`src/rtl/pciwin_pkg.sv`:
```
package pciwin_pkg;
  localparam int WORD_W  = 32;
  localparam int NUM_WIN = 3;
  localparam int NUM_REG = 8;
  localparam int IO_SIZE = 32'h0010_0000;

  typedef logic [WORD_W-1:0] word_t;

  function automatic word_t win_size(input int variant, input int idx);
    word_t sz;
    if (variant == 0) begin
      case (idx)
        0:       sz = 32'h0C00_0000;
        1:       sz = 32'h1000_0000;
        2:       sz = 32'h1000_0000;
        default: sz = '0;
      endcase
    end else begin
      case (idx)
        0:       sz = 32'h0100_0000;
        1:       sz = 32'h0400_0000;
        2:       sz = 32'h0800_0000;
        default: sz = '0;
      endcase
    end
    return sz;
  endfunction
endpackage

```
`src/rtl/pciwin_regs.sv`:
```
module pciwin_regs
  import pciwin_pkg::*;
#(
  parameter int ADDR_W = 12
) (
  input  logic                      clk,
  input  logic                      rst_n,
  input  logic                      wr_en,
  input  logic                      rd_en,
  input  logic [ADDR_W-1:0]         addr,
  input  logic [3:0]                wstrb,
  input  word_t                     wdata,
  output word_t                     rdata,
  output logic                      err,
  output logic [NUM_WIN-1:0][WORD_W-1:0] imap_o
);
  localparam int IDX_W = $clog2(NUM_REG);
  localparam int HI_LSB = IDX_W + 2;

  logic [NUM_REG-1:0][WORD_W-1:0] regs_q, regs_d;
  word_t               rdata_q, rdata_d;
  logic                err_q, err_d;
  logic                hit, full, wr_ok, rd_ok, bad;
  logic [IDX_W-1:0]    idx;

  always_comb begin
    hit   = (addr[ADDR_W-1:HI_LSB] == '0) && (addr[1:0] == 2'b00);
    full  = (wstrb == 4'hF);
    idx   = addr[HI_LSB-1:2];
    wr_ok = wr_en && hit && full;
    rd_ok = rd_en && hit && full;
    bad   = (wr_en || rd_en) && !(hit && full);

    regs_d = regs_q;
    if (wr_ok) regs_d[idx] = wdata;

    rdata_d = rdata_q;
    if (rd_en) rdata_d = rd_ok ? regs_q[idx] : '0;

    err_d = bad;
  end

  always_ff @(posedge clk or negedge rst_n) begin
    if (!rst_n) begin
      regs_q  <= '0;
      rdata_q <= '0;
      err_q   <= 1'b0;
    end else begin
      if (wr_ok) regs_q <= regs_d;
      if (rd_en) rdata_q <= rdata_d;
      err_q <= err_d;
    end
  end

  for (genvar w = 0; w < NUM_WIN; w++) begin : g_imap
    assign imap_o[w] = regs_q[w];
  end

  assign rdata = rdata_q;
  assign err   = err_q;

  // a rejected write leaves every register as it was
  p_rejected_write_hold_r2: assert property (@(posedge clk) disable iff (!rst_n)
    (wr_en && !(hit && full)) |=> $stable(regs_q));
  // unmapped read returns zero
  p_unmapped_read_zero_r3: assert property (@(posedge clk) disable iff (!rst_n)
    (rd_en && !hit) |=> (rdata == '0));
  // error pulse only after some access
  p_err_after_access_r12: assert property (@(posedge clk) disable iff (!rst_n)
    err |-> $past(wr_en || rd_en));
endmodule

```
`src/rtl/pciwin_base.sv`:
```
module pciwin_base
  import pciwin_pkg::*;
#(
  parameter int VARIANT = 0
) (
  input  logic                           clk,
  input  logic                           rst_n,
  input  logic [NUM_WIN-1:0][WORD_W-1:0] imap,
  output logic [NUM_WIN-1:0][WORD_W-1:0] base
);
  localparam int NIB_SHIFT = WORD_W - 4;

  for (genvar w = 0; w < NUM_WIN; w++) begin : g_win
    localparam word_t SZ = win_size(VARIANT, w);
    if (VARIANT == 0) begin : g_nibble
      assign base[w] = word_t'(imap[w] << NIB_SHIFT);
      // only the top nibble of the base can be set
      p_nibble_aligned_r5: assert property (@(posedge clk) disable iff (!rst_n)
        base[w][NIB_SHIFT-1:0] == '0);
    end else begin : g_masked
      assign base[w] = imap[w] & ~(SZ - 1);
      // base is aligned to its window size
      p_size_aligned_r6: assert property (@(posedge clk) disable iff (!rst_n)
        (base[w] & (SZ - 1)) == '0);
    end
  end
endmodule

```
`src/rtl/pciwin_xlate.sv`:
```
module pciwin_xlate
  import pciwin_pkg::*;
#(
  parameter int VARIANT = 0
) (
  input  logic                           clk,
  input  logic                           rst_n,
  input  logic [NUM_WIN-1:0][WORD_W-1:0] base,
  input  logic                           req,
  input  logic                           io,
  input  logic [1:0]                     win,
  input  word_t                          offset,
  output word_t                          addr,
  output logic                           valid,
  output logic                           oob
);
  word_t sel_base, sel_size;
  logic  in_range;

  always_comb begin
    sel_base = '0;
    sel_size = '0;
    if (io) begin
      sel_size = word_t'(IO_SIZE);
    end else begin
      for (int w = 0; w < NUM_WIN; w++) begin
        if (win == w[1:0]) begin
          sel_base = base[w];
          sel_size = win_size(VARIANT, w);
        end
      end
    end
    in_range = offset < sel_size;
    valid    = req && in_range;
    oob      = req && !in_range;
    addr     = valid ? (sel_base + offset) : '0;
  end

  // valid and out-of-range are exclusive
  p_valid_oob_excl_r9: assert property (@(posedge clk) disable iff (!rst_n)
    !(valid && oob));
  // idle request drives neither flag
  p_idle_quiet_r8: assert property (@(posedge clk) disable iff (!rst_n)
    !req |-> (!valid && !oob));
  // out-of-range result carries a zero address
  p_oob_addr_zero_r9: assert property (@(posedge clk) disable iff (!rst_n)
    oob |-> (addr == '0));
endmodule

```
`src/rtl/pciwin_xlate_top.sv`:
```
module pciwin_xlate_top
  import pciwin_pkg::*;
#(
  parameter int ADDR_W  = 12,
  parameter int VARIANT = 0
) (
  input  logic              clk,
  input  logic              rst_n,
  input  logic              bus_wr_en,
  input  logic              bus_rd_en,
  input  logic [ADDR_W-1:0] bus_addr,
  input  logic [3:0]        bus_wstrb,
  input  logic [31:0]       bus_wdata,
  output logic [31:0]       bus_rdata,
  output logic              bus_err,
  input  logic              xl_req,
  input  logic              xl_io,
  input  logic [1:0]        xl_win,
  input  logic [31:0]       xl_offset,
  output logic [31:0]       xl_addr,
  output logic              xl_valid,
  output logic              xl_oob
);
  logic [NUM_WIN-1:0][WORD_W-1:0] imap, base;

  pciwin_regs #(.ADDR_W(ADDR_W)) u_regs (
    .clk(clk), .rst_n(rst_n), .wr_en(bus_wr_en), .rd_en(bus_rd_en),
    .addr(bus_addr), .wstrb(bus_wstrb), .wdata(bus_wdata),
    .rdata(bus_rdata), .err(bus_err), .imap_o(imap)
  );

  pciwin_base #(.VARIANT(VARIANT)) u_base (
    .clk(clk), .rst_n(rst_n), .imap(imap), .base(base)
  );

  pciwin_xlate #(.VARIANT(VARIANT)) u_xlate (
    .clk(clk), .rst_n(rst_n), .base(base), .req(xl_req), .io(xl_io),
    .win(xl_win), .offset(xl_offset), .addr(xl_addr), .valid(xl_valid),
    .oob(xl_oob)
  );
endmodule

```
`config.mk`:
```
export PLATFORM = sky130hd
export DESIGN_NAME = pciwin_xlate_top
export DESIGN_NICKNAME = d
export VERILOG_FILES = /design/src/rtl/pciwin_pkg.sv /design/src/rtl/pciwin_regs.sv /design/src/rtl/pciwin_base.sv /design/src/rtl/pciwin_xlate.sv /design/src/rtl/pciwin_xlate_top.sv
export SDC_FILE = /design/constraint.sdc
export NUM_CORES = 1
export LEC_CHECK = 0
export CAP_MARGIN = 10
export CORE_MARGIN = 5
export CORE_UTILIZATION = 45
export CTS_BUF_LIST = sky130_fd_sc_hd__clkbuf_4 sky130_fd_sc_hd__clkbuf_8
export CTS_CLUSTER_DIAMETER = 150
export CTS_CLUSTER_SIZE = 14
export DETAILED_ROUTE_END_ITERATION = 7
export PLACE_DENSITY = 0.69
export SYNTH_ARGS = -nofsm -noshare
export SYNTH_HDL_FRONTEND = slang
export SYNTH_SLANG_ARGS = --single-unit
```
`constraint.sdc`:
```
create_clock -name clk -period 2.87 [get_ports clk]
set_clock_uncertainty 0.1 [all_clocks]
set_input_delay 0.574 -clock clk [delete_from_list [all_inputs] [get_ports clk]]
set_output_delay 0.574 -clock clk [all_outputs]
set_load 0.005 [all_outputs]
```
==> reports/qor.yml, run 1 <==
logic_synthesis:
  ys_dominant_reg_cell: "dfrtp_1"
  ys_seq_area_frac: 0.534
  synth_fa_ha_area_frac: 0.00980
  synth_fp_nets: 993
  syn_avg_cell_area_sq_um: 15.1
  synth.area.mux_share: 0.351
  async_reset_ff_frac: 1.00
  synth_compound_area_frac: 0.0216
  ys_ff_latch: 289
  yosysWarnings: 0
  synth_top_family_by_area: "multiplexers"
  syn_area_sq_um: 13500
  synth_edf_count: 0
  synthXorXnorAreaFrac: 0.000647
  synthCells: 895
  synthSimpleGateAreaFrac: 0.0356
  synth_cell_types: 46
die:
  dieHeight_microns: 183
  fp.coreArea_sq_um: 29600
  io_pins: 155
  fp.dieW_microns: 183
  dieArea_sq_um: 33700
  start_util: 0.457
  rows: 63
power:
  swShare: 0.234
  p_int_mw: 5.10
  power.switching_mw: 1.56
  comb_power_share: 0.084
  finalPower_mw: 6.67
  cellLeakagePower_nw: 7.99
  cellPowerDensity_nw_per_um2: 402
  p_seq_frac: 0.611
  clkPwrFrac: 0.305
  vdd_drop_max_uv: 406
timing:
  min_period_ns: 3.34
  relSlewSlack: 0.563
  finalSetupViolCount: 33
  grt_setup_unrepaired: "yes"
  tightest_slew_ns: 0.656
  final_max_slew_viol_count: 0
  fmax_ghz: 0.299
  fin_setup_tns_ns: -7.47
  hold_slack_ns: 0.392
  fin_ws_ns: -0.471
  min_period_over_period: 1.16
  hold_violations: 0
routing:
  vias_per_cell: 5.40
  wl_met3_microns: 1350
  drt-initial-drc-count: 419
  routed_wl_microns: 30200
  antenna_left: 0
  drtPass1Iterations: 4
  avgRoutedWirePerCell_microns: 20.4
  routed-via-count: 7990
  wl_met2_microns: 14700
  met1Wirelength_microns: 13600
  routed.top_layer: "met5"
  drc_errors: 0
finish:
  stdcell_count: 1480
  final_common_cell: "dfrtp_1"
  fin_nets: 1188
  antenna_cells: 0
  mostFrequentLayoutCells: "dfrtp_1, mux2_2, clkdlybuf4s50_1"
  area_delta_synth_final_pct: 22.6
  drive_gt1_frac: 0.475
  fillerInstances: 2430
cts:
  numCtsBuffers: 24
  cts_buffer_depth: 3
  cts.sink_count: 289
  cts_tree: "yes"
  htree_levels: 1
  insertion_delay_ns: 0.55
  cts-root-buf: "clkbuf_8"
  clk_pin_slew_ns: 0.08
min_path:
  holdPathEnd: "u_regs.regs_q[142]"
  worstHoldStart: "u_regs.regs_q[142]"
  hold_path_depth: 1
  hp-class: "reg2reg"
setup_path:
  startpoint: "xl_win[1]"
  r2r_start: "u_regs.imap_o[2]"
  reg2reg_to: "u_regs.rdata[2]"
  worstPathRequired_ns: 2.20
  critPathKind: "in2out"
  cp.arrival_ns: 2.67
  cp-end-kind: "primary output"
  cp_max_fo: 6
  rrSetupSlack_ns: 1.30
  start_kind: "input port"
  r2r_cells: 5
placement:
  pre_cts_ws_ns: -1.34
  placed_cells: 1442
  dp_hpwl_microns: 19800
  place_congestion: 0.795
  io_buffers: 154
outcome:
  status: "finished with violations"
  violations: "negative setup slack"
global_route:
  grt_start_max_net_pins: 73
  grt_overflow: 0
  grt_pass1_vias: 8725
  groute.usage.overall: 0.181
  grt_first_pass_wirelength_microns: 48900
  antenna_found_initial: 3
job:
  cap_violations: 0
[metal layers]
metal  vias up  track usage
met2       166        0.304
met5         -            0
met4         6       0.0352
li1       3646            -
met1      4122        0.253
met3        50       0.0293
[worst max-delay path by stage]
stage                       end  depth (start not counted)  slack, ns
finish              xl_addr[31]                         13      -0.47
CTS                 xl_addr[31]                          8      -0.47
floorplan           xl_addr[31]                         11      -0.12
global placement    xl_addr[31]                         13      -1.32
detailed placement  xl_addr[31]                         12      -1.34
global route        xl_addr[31]                          8      -0.58
[flip-flops by register name (all words and copies together), names as in the netlist]
signal / flops
u_regs.err: 1
u_regs.imap_o: 96
u_regs.rdata: 32
u_regs.regs_q: 160
[power by group through the flow]
| stage | combinational (mW) | clock, mW | sequential (mW) |
|---|---|---|---|
| 2_1_floorplan | 0.174 | 0 | 4.15 |
| 3_3_place_gp | 0.521 | 0 | 4.15 |
| 3_5_place_dp | 0.525 | 0 | 4.15 |
| 4_1_cts | 0.566 | 2.12 | 4.07 |
| 5_1_grt | 0.614 | 2.27 | 4.07 |
| 6_report | 0.560 | 2.04 | 4.07 |
[critical path, cell delays in order]
cell and delay (ns):
buf_8 0.08, inv_6 0.03, ha_4 0.18, nand3b_1 0.17, a21oi_2 0.14, a21oi_2 0.04, nor2_1 0.11, ha_1 0.27
a21o_1 0.20, or3_4 0.33, a21o_1 0.17, a211oi_2 0.22, buf_2 0.14
[cell type report]
class                           instances  area [sq um]  area share
Sequential cell                       289          7230       0.436
Multi-Input combinational cell        481          5990       0.361
Timing Repair Buffer                  228          2280       0.137
Clock buffer                           25           344      0.0207
Tap cell                              390           488      0.0294
Clock inverter                          1          7.51    0.000452
Inverter                               66           255      0.0154
[cells in the mapped netlist (4+ instances only)]
library cell / count / area share
o22ai_1: 32 / 0.015
nand2_1: 4 / 0.0011
nor3_1: 33 / 0.012
dfrtp_1: 289 / 0.53
clkbuf_1: 17 / 0.0047
mux2i_1: 32 / 0.024
inv_1: 66 / 0.018
buf_2: 23 / 0.0085
mux4_2: 64 / 0.11
nor2_1: 7 / 0.0019
mux2_1: 11 / 0.0091
ha_1: 9 / 0.0083
a21oi_1: 4 / 0.0015
mux2_4: 30 / 0.033
buf_6: 10 / 0.0083
mux2_2: 215 / 0.18
nor2b_1: 4 / 0.0018
[kinds of logic after synthesis]
kind of cell	count (synthesis)
flip-flops	289
adder cells (fa/ha/maj)	10
AND/OR/NAND/NOR	73
AO/OA/AOI/OAI	45
multiplexers	352
buffers and inverters	125
XOR/XNOR	1
[timing repair]
item / in CTS / in global routing
hold endpoints to repair: 60 / 0
hold buffers: 1 / 0
endpoints found under the setup margin: 34 / 34
setup buffers: 11 / 1
resized for setup: 208 / 12
gates cloned: 2 / 0
pin swaps: 12 / 16
[stage by stage]
stage	area [sq um]	utilization
2_1_floorplan	13600	-
3_3_place_gp	16000	0.539
3_5_place_dp	16000	0.539
4_1_cts	16600	0.559
5_1_grt	16600	0.560
6_report	16600	0.560
Note: power is estimated with default switching activity, not from simulation.
==> run 2, diff against run 1 <==
--- a/config.mk
+++ b/config.mk
@@ -12,7 +12,9 @@
 export CTS_CLUSTER_DIAMETER = 150
 export CTS_CLUSTER_SIZE = 14
 export DETAILED_ROUTE_END_ITERATION = 7
+export GPL_ROUTABILITY_DRIVEN = 1
 export PLACE_DENSITY = 0.69
+export REMOVE_ABC_BUFFERS = 1
 export SYNTH_ARGS = -nofsm -noshare
 export SYNTH_HDL_FRONTEND = slang
 export SYNTH_SLANG_ARGS = --single-unit
==> reports/qor.yml, run 2 (synthesis gave the netlist of run 1 again) <==
outcome:
  status: "finished with violations"
  violations: "negative setup slack"
global_route:
  grt_first_pass_wirelength_microns: 49500
  groute.usage.overall: 0.182
  grt_pass1_vias: 8821
  grt_overflow: 0
  antenna_found_initial: 1
  grt_start_max_net_pins: 87
finish:
  antenna_cells: 0
  regMostFlops: "u_regs.regs_q"
  largest_reg_flops: 160
  fillerInstances: 2383
  final_cell_area_sq_um: 16800
  fin_nets: 1206
  drive_gt1_frac: 0.478
  mostFrequentLayoutCells: "dfrtp_1, mux2_2, clkdlybuf4s50_1"
  area_delta_synth_final_pct: 24.1
  final_common_cell: "dfrtp_1"
timing:
  fin_ws_ns: -0.473
  tightest_slew_ns: 0.811
  hold_violations: 0
  relSlewSlack: 0.459
  finalSetupViolCount: 34
  grt_setup_unrepaired: "yes"
  min_period_over_period: 1.16
  min_period_ns: 3.34
  final_max_slew_viol_count: 0
  fmax_ghz: 0.299
  hold_slack_ns: 0.392
routing:
  routed_wl_microns: 30900
  vias_per_cell: 5.44
  avgRoutedWirePerCell_microns: 20.6
  drtPass1Iterations: 4
  antenna_left: 0
  drc_errors: 0
  routed-via-count: 8155
  drt-initial-drc-count: 397
cts:
  cts_buffer_depth: 3
  cts_tree: "yes"
  cts.sink_count: 289
  numCtsBuffers: 24
  htree_levels: 1
  cts-root-buf: "clkbuf_8"
  insertion_delay_ns: 0.55
  clk_pin_slew_ns: 0.09
placement:
  io_buffers: 154
  dpl-instance-area_sq_um: 16000
  dp_hpwl_microns: 20000
  place_congestion: 0.829
setup_path:
  startpoint: "xl_win[1]"
  cp.buffers_inverters: 4
  r2r_cells: 5
  crit_chain: "buf_8 -> inv_6 -> ha_4 -> buf_6 -> a221oi_4 -> nor3_2 -> ha_1 -> and3_4 -> or3_4 -> a21o_1 -> a211oi_2 -> buf_2"
  worstPathRequired_ns: 2.20
  start_kind: "input port"
  cp.arrival_ns: 2.67
  critical_path.max_stage_delay_ns: 0.38
  path_delay_family: "compound AO/OA/AOI/OAI gates"
  slowest_stage: "or3_4"
  path_depth: 12
  critPathKind: "in2out"
  r2r_start: "u_regs.imap_o[33]"
  cp_max_fo: 5
  cp-end-kind: "primary output"
min_path:
  worstHoldStart: "u_regs.regs_q[145]"
  hold_path_depth: 1
  hp-class: "reg2reg"
power:
  cellPowerDensity_nw_per_um2: 398
  vdd_drop_max_uv: 245
  cellLeakagePower_nw: 8.10
die:
  dieHeight_microns: 183
  fp.dieW_microns: 183
  rows: 63
  io_pins: 155
  dieArea_sq_um: 33700
  start_util: 0.457
  fp.coreArea_sq_um: 29600
job:
  cap_violations: 0
==> run 2: changes by cell type in the layout (fill, tap and decap cells not counted), moves of 3 or more <==
cell,delta
nor3_4,+15
nor3_2,-16
a21oi_2,-3
buf_6,+6
buf_4,+13
buf_8,+4
==> run 2: power by group <==
part,switching (mW),internal [mW],leakage (nW)
sequential,0.000823,4.07,4.04
combinational,0.323,0.262,3.88
clock,1.26,0.780,0.180
==> run 2: area by class of cell <==
type | instances | area [sq um] | share of cell area
sequential | 289 | 7230 | 0.430
clock buffer | 25 | 344 | 0.0205
inverter | 66 | 255 | 0.0152
timing repair buffer | 246 | 2400 | 0.143
tap | 390 | 488 | 0.0290
clock inverter | 1 | 7.51 | 0.000447
multi-input combinational | 481 | 6080 | 0.362
==> run 2: metrics by stage <==
| stage | power [mW] | utilization | TNS (ns) | instances | setup WS [ns] |
|---|---|---|---|---|---|
| 3_5_place_dp | 4.68 | 0.539 | -40.49 | 1453 | -1.44 |
| 4_1_cts | 6.77 | 0.560 | -7.34 | 1494 | -0.462 |
| 3_3_place_gp | 4.67 | 0.539 | -37.82 | 1453 | -1.39 |
| 2_1_floorplan | 4.26 | - | -41.47 | 836 | -0.737 |
| 6_report | 6.70 | 0.567 | -8.12 | 1498 | -0.473 |
| 5_1_grt | 7.00 | 0.567 | -10.81 | 1498 | -0.583 |
==> run 2: worst paths after layout <==
path | endpoint | slack [ns]
min in group asynchronous | u_regs.regs_q[255] | 0.51
min reg2reg | u_regs.regs_q[145] | 0.39
max | xl_addr[31] | -0.47
max reg2reg | u_regs.rdata[1] | 1.28
max in group asynchronous | u_regs.imap_o[57] | 1.42
min | u_regs.regs_q[145] | 0.39
==> run 2: worst register-to-register path: stages (launching register included) <==
cell and delay (ns):
dfrtp_1 0.43, buf_4 0.15, buf_4 0.12, mux4_2 0.44, mux2i_1 0.14, o22ai_1 0.08
==> run 2: repair_timing <==
item | in CTS | in global routing
gates cloned | 1 | 0
hold endpoints to repair | 79 | 0
pin swaps | 19 | 6
hold buffers | 1 | 0
resized for setup | 225 | 34
setup endpoints to repair | 34 | 34
buffers inserted | 13 | 5
==> run 2: metal layers <==
metal / vias up / share of wire / global-route usage / routed length (microns)
met4: 2 / 0.013 / 0.0301 / 416
met2: 173 / 0.50 / 0.313 / 15300
li1: 3687 / - / - / -
met3: 31 / 0.052 / 0.0301 / 1600
met1: 4262 / 0.44 / 0.251 / 13500
met5: - / 0.00036 / 0 / 11
==> run 3, diff against run 2 <==
--- a/config.mk
+++ b/config.mk
@@ -15,6 +15,7 @@
 export GPL_ROUTABILITY_DRIVEN = 1
 export PLACE_DENSITY = 0.69
 export REMOVE_ABC_BUFFERS = 1
+export SLEW_MARGIN = 10
 export SYNTH_ARGS = -nofsm -noshare
 export SYNTH_HDL_FRONTEND = slang
 export SYNTH_SLANG_ARGS = --single-unit
==> results of run 3 <==
Final layout, timing and power as in run 2 (identical DEF).
